[src/rtl/lsm_pkg.sv]
package lsm_pkg;
  typedef struct packed {
    logic issueFire;
    logic doneFire;
  } lsmStrobe_t;
endpackage

[src/rtl/lsm_ctrl.sv]
module lsm_ctrl #(
  parameter int NUM_UNITS = 4,
  localparam int UNIT_W = (NUM_UNITS > 1) ? $clog2(NUM_UNITS) : 1
) (
  input  logic                  issueValid,
  input  logic [UNIT_W-1:0]     issueUnit,
  input  logic                  doneValid,
  input  logic [UNIT_W-1:0]     doneUnit,
  input  logic [NUM_UNITS-1:0]  busyVec,
  output lsm_pkg::lsmStrobe_t   strobe,
  output logic [NUM_UNITS-1:0]  issueSel,
  output logic [NUM_UNITS-1:0]  doneSel
);
  always_comb begin
    strobe.issueFire = issueValid && !busyVec[issueUnit];
    strobe.doneFire  = doneValid && busyVec[doneUnit];
    issueSel = '0;
    doneSel  = '0;
    issueSel[issueUnit] = 1'b1;
    doneSel[doneUnit]   = 1'b1;
  end
endmodule

[src/rtl/lsm_datapath.sv]
module lsm_datapath #(
  parameter int NUM_UNITS = 4,
  parameter int TAG_W     = 4,
  localparam int TAG_PW   = (TAG_W > 0) ? TAG_W : 1
) (
  input  logic                  clk,
  input  logic                  rstN,
  input  lsm_pkg::lsmStrobe_t   strobe,
  input  logic [NUM_UNITS-1:0]  issueSel,
  input  logic [NUM_UNITS-1:0]  doneSel,
  input  logic                  issueIsStore,
  input  logic [TAG_PW-1:0]     issueTag,
  output logic [NUM_UNITS-1:0]  busyVec,
  output logic [NUM_UNITS-1:0]  storeVec,
  output logic [NUM_UNITS-1:0]  readOk,
  output logic [NUM_UNITS-1:0]  writeOk
);
  logic [NUM_UNITS-1:0] busyR, storeR;
  logic [TAG_PW-1:0]    tagR   [NUM_UNITS];
  logic [NUM_UNITS-1:0] blockR [NUM_UNITS];
  logic [NUM_UNITS-1:0] matchVec, conflictVec, issueHot, doneHot;

  assign issueHot = strobe.issueFire ? issueSel : '0;
  assign doneHot  = strobe.doneFire  ? doneSel  : '0;

  // Tag comparison variant: zero width treats every pair as a possible overlap
  for (genvar j = 0; j < NUM_UNITS; j++) begin : gMatch
    if (TAG_W == 0) begin : gAll
      assign matchVec[j] = 1'b1;
    end else begin : gCmp
      assign matchVec[j] = (tagR[j] == issueTag);
    end
    assign conflictVec[j] = busyR[j] && matchVec[j] && (issueIsStore || storeR[j]);
  end

  always_ff @(posedge clk or negedge rstN) begin
    if (!rstN) begin
      busyR  <= '0;
      storeR <= '0;
      for (int i = 0; i < NUM_UNITS; i++) begin
        tagR[i]   <= '0;
        blockR[i] <= '0;
      end
    end else begin
      for (int i = 0; i < NUM_UNITS; i++) begin
        if (issueHot[i]) begin
          busyR[i]  <= 1'b1;
          storeR[i] <= issueIsStore;
          tagR[i]   <= issueTag;
          blockR[i] <= conflictVec & ~doneHot;
        end else if (doneHot[i]) begin
          busyR[i]  <= 1'b0;
          blockR[i] <= '0;
        end else begin
          blockR[i] <= blockR[i] & ~doneHot;
        end
      end
    end
  end

  for (genvar i = 0; i < NUM_UNITS; i++) begin : gGrant
    assign readOk[i]  = busyR[i] && !storeR[i] && !(|blockR[i]);
    assign writeOk[i] = busyR[i] &&  storeR[i] && !(|blockR[i]);
  end

  assign busyVec  = busyR;
  assign storeVec = storeR;
endmodule

[src/rtl/ls_hazard_matrix.sv]
module ls_hazard_matrix #(
  parameter int NUM_UNITS = 4,
  parameter int TAG_W     = 4,
  localparam int UNIT_W   = (NUM_UNITS > 1) ? $clog2(NUM_UNITS) : 1,
  localparam int TAG_PW   = (TAG_W > 0) ? TAG_W : 1
) (
  input  logic                  clk,
  input  logic                  rstN,
  input  logic                  issueValid,
  input  logic [UNIT_W-1:0]     issueUnit,
  input  logic                  issueIsStore,
  input  logic [TAG_PW-1:0]     issueTag,
  input  logic                  doneValid,
  input  logic [UNIT_W-1:0]     doneUnit,
  output logic [NUM_UNITS-1:0]  readOk,
  output logic [NUM_UNITS-1:0]  writeOk
);
  lsm_pkg::lsmStrobe_t  strobe;
  logic [NUM_UNITS-1:0] issueSel, doneSel, busyVec, storeVec;

  lsm_ctrl #(.NUM_UNITS(NUM_UNITS)) u_ctrl (
    .issueValid(issueValid), .issueUnit(issueUnit),
    .doneValid(doneValid), .doneUnit(doneUnit),
    .busyVec(busyVec), .strobe(strobe),
    .issueSel(issueSel), .doneSel(doneSel)
  );

  lsm_datapath #(.NUM_UNITS(NUM_UNITS), .TAG_W(TAG_W)) u_dp (
    .clk(clk), .rstN(rstN), .strobe(strobe),
    .issueSel(issueSel), .doneSel(doneSel),
    .issueIsStore(issueIsStore), .issueTag(issueTag),
    .busyVec(busyVec), .storeVec(storeVec),
    .readOk(readOk), .writeOk(writeOk)
  );
endmodule

[config.mk]
export PLATFORM = sky130hd
export DESIGN_NAME = ls_hazard_matrix
export DESIGN_NICKNAME = d
export VERILOG_FILES = /design/src/rtl/lsm_pkg.sv /design/src/rtl/lsm_ctrl.sv /design/src/rtl/lsm_datapath.sv /design/src/rtl/ls_hazard_matrix.sv
export SDC_FILE = /design/constraint.sdc
export NUM_CORES = 1
export LEC_CHECK = 0
export BUFFER_PORTS_ARGS = -buffer_cell sky130_fd_sc_hd__buf_2
export CAP_MARGIN = 10
export CELL_PAD_IN_SITES_DETAIL_PLACEMENT = 1
export CELL_PAD_IN_SITES_GLOBAL_PLACEMENT = 1
export CORE_MARGIN = 3
export CORE_UTILIZATION = 45
export DETAILED_ROUTE_END_ITERATION = 10
export PLACE_DENSITY = 0.76
export SLEW_MARGIN = 30
export SYNTH_ARGS = -nofsm -noshare
export SYNTH_HDL_FRONTEND = slang
export SYNTH_SLANG_ARGS = --single-unit
[constraint.sdc]
create_clock -name clk -period 2.2 [get_ports clk]
set_input_delay 0.11 -clock clk [delete_from_list [all_inputs] [get_ports clk]]
set_output_delay 0.11 -clock clk [all_outputs]
set_load 0.005 [all_outputs]
==> parameters.txt <==
Parameter                              Value

Outcome
  Status    finished clean

Pwr
  Share of total power in the clock network    0.354
  Register share of total power    0.435
  Pleak    around 1.0 nW
  Net switching share of the total power    0.2593
  IR drop worst, VDD    ~0.61 mV
  PnR Total Power    approximately 2.3 mW
  Net switching component of the power    0.6088 mW
  Internal    1.739 mW
  Combinational share of power    0.211
  Power per cell area    between 1000 and 1500 nW/um2

Clocking
  Total CTS buffers    5
  Number of H-tree levels    2
  Cell at the root of the clock tree    clkbuf_8
  Latest clock arrival within the worst-skew pair    a little under 300 ps
  TritonCTS clock tree    built
  Clk sinks    40
  Clk slew on worst S/H paths    80 ps
  Post_cts resized    0
  Worst-case clock buffer depth    2

Finish
  Most frequent cells in the layout    40 x dfrtp_1, 21 x mux2_2, 19 x nand2_1, 19 x buf_2
  Post-route insts no fill    ~250
  Diodes inserted    0
  Fill cell count    between 400 and 500
  Syn-to-layout area delta    15.41%
  Cell area after layout    ~2200 um2
  Post-layout net count    around 210
  Most common cell after layout, fill and taps aside    dfrtp_1
  Fraction of layout cells with a size suffix above 1    0.2690

Min path
  Worst Hold Class    in2reg

Floorplan
  DIE HEIGHT    approximately 70 um
  Initial Util    0.4743
  Core Region    4058 um2
  # IOs    21
  Num rows    23
  DIE WIDTH    approximately 71 um
  Overall die area    ~5100 um2

Global routing
  First-pass GRT wire length    between 7 and 8 mm
  Maximum number of pins on one net before global-route repair    41
  Tot GR Track Use    0.1923
  Number of antenna violations at the first check in global routing    0
  Total global routing overflow    0
  Via count of the first global-routing pass    around 1.6k

Drt
  Routed length per instance    approximately 18 um
  Router iterations before antenna repair    4
  Via count    approximately 1.4k
  Count of unresolved DRC violations after routing    0
  ANT nets after route    0
  Starting DRT DRC Count    between 90 and 100
  Avg Vias per Cell    5.725
  Wire length reported by the detailed router    between 4 and 5 mm

Critical path
  Worst endpoint data arrival time    between 1500 and 2000 ps
  Setup crit end kind    register
  Category of the worst setup path launch point    register
  Critical-path maximum fanout    13
  CP Class    reg2reg
  Worst path required time    between 2000 and 2500 ps

STA
  Slew of the pin with the lowest slew margin    between 500 and 600 ps
  Final total negative setup slack    0 ps
  Number of failing hold endpoints at the final stage    0
  Relative max-transition margin    0.6334
  Time the worst path needs with I/O delays and setup    ~1700 ps
  Unrepaired setup endpoints after global routing    no
  Final Cycle Share    0.7566
  Final Max Tran Viols    0
  Timing-limited maximum frequency    roughly 600 MHz
  Worst path setup slack after routing    ~540 ps
  Clock Skews    roughly 6.4 ps
  Setup violation total in the final timing report    0

Logic synthesis
  Total of flip-flops plus latches after synthesis    40
  Most common flop cell mapped by yosys    dfrtp_1
  Synthesized area    1924 um2
  Share of async-settable or async-resettable flops after synthesis    1.000
  Post-synthesis cell count    177
  Synth warn    0
  Count of flip-flops with a built-in enable after synthesis    0
  Sequential-to-total area share from yosys stat    0.5202
  Count of different cell masters after synthesis    26
  Post-Synthesis Net Count    190
  Post-synthesis area per instance    ~11 um2

Run
  Max-cap violation count    0

Place
  HPWL after DPL    ~3.2 mm
  Post-placement worst setup slack    541.5 ps
  Cell total after placement    between 200 and 250
  Placed cell areas    just over 2000 um2
  Final Wtd Congestion    between 0.7 and 0.8
  Number of I/O port buffers    20
cells by family (layout without fill, tap and decap cells):
| family | after synthesis | in the layout | share of synthesized area |
|---|---|---|---|
| AOI/OAI and AO/OA | 27 | 27 | 0.08128 |
| xor gates and xnor gates | 16 | 16 | 0.07282 |
| buffers and inverters | 12 | 32 | 0.02926 |
| DFF | 40 | 40 | 0.5202 |
| muxes | 23 | 23 | 0.1385 |
| and+or+nand+nor | 59 | 59 | 0.1580 |
through the flow:
| stage | hold slack [ps] | util |
|---|---|---|
| 2_1_floorplan | -185.6 | - |
| 6_report | 143.0 | 0.5473 |
| 3_3_place_gp | 265.3 | 0.5051 |
| 4_1_cts | 136.8 | 0.5467 |
| 5_1_grt | 160.8 | 0.5473 |
| 3_5_place_dp | 290.6 | 0.5051 |
worst paths after layout:
| kind | start | endpoint | slack, ps | depth (start not counted) |
|---|---|---|---|---|
| max | u_dp.busyVec[0]$_DFFE_PN0P_ | u_dp.tagR[14]$_DFFE_PN0P_ | 540 | 2 |
| min reg2reg | u_dp.blockR[6]$_DFF_PN0_ | u_dp.blockR[6]$_DFF_PN0_ | 520 | 2 |
| min | doneValid | u_dp.blockR[3]$_DFF_PN0_ | 140 | 2 |
| max reg2reg | u_dp.busyVec[0]$_DFFE_PN0P_ | u_dp.tagR[14]$_DFFE_PN0P_ | 540 | 2 |
| min in group asynchronous | rstN | u_dp.blockR[6]$_DFF_PN0_ | 330 | 2 |
| max in group asynchronous | rstN | u_dp.tagR[11]$_DFFE_PN0P_ | 1520 | 2 |
worst max-delay path, cell delays in order, from the launching register on:
cell and delay [ps]:
dfrtp_1 430, or4b_1 740, mux2_4 390
state kept, by name, indices dropped and copies added, names as in the netlist:
| register | cells |
|---|---|
| u_dp.blockR | 16 |
| u_dp.tagR | 16 |
| u_dp.busyVec | 4 |
| u_dp.storeVec | 4 |
final cells by class:
cell class | instances | area (um2) | share of cell area
clock buffer | 5 | 68.82 | 0.03099
clock inverter | 3 | 90.09 | 0.04056
inverter | 1 | 3.754 | 0.001690
multi-input combinational | 125 | 867.1 | 0.3904
sequential | 40 | 1001 | 0.4507
tap | 50 | 62.56 | 0.02817
timing repair buffer | 23 | 127.6 | 0.05746
power groups by stage:
| stage | sequential, mW | combinational [mW] | clock [mW] |
|---|---|---|---|
| after floorplan | 0.994 | 0.369 | 0 |
| after global routing | 1.05 | 0.556 | 0.869 |
| after CTS | 1.02 | 0.506 | 0.838 |
| final | 1.02 | 0.496 | 0.832 |
| after detailed placement | 1.03 | 0.499 | 0 |
| after global placement | 1.02 | 0.478 | 0 |
synth_stat cells, types with 4 or more instances:
master / n / area [um2]
nor4_1: 4 / 25.02
nand2_1: 19 / 71.32
nor2_1: 6 / 22.52
o21ai_0: 16 / 80.08
nand3_1: 13 / 65.06
mux2_2: 21 / 236.5
or3_1: 4 / 25.02
clkbuf_1: 7 / 26.28
dfrtp_1: 40 / 1001
xnor2_1: 16 / 140.1
o22ai_1: 6 / 37.54
and3_1: 6 / 37.54
layer usage:
layer | vias up | global-route usage | part of all wire
met3 | 8 | 0.04628 | 0.038
met4 | 0 | 0.05219 | 0.015
met5 | - | 0 | 0
li1 | 665 | - | -
met1 | 715 | 0.2366 | 0.44
met2 | 26 | 0.3367 | 0.51
repair_timing:
action	in CTS	in global routing
endpoints found under the hold margin	40	0
hold buffers	1	0
buffers inserted	0	0
Note: power is estimated with default switching activity, not from simulation.
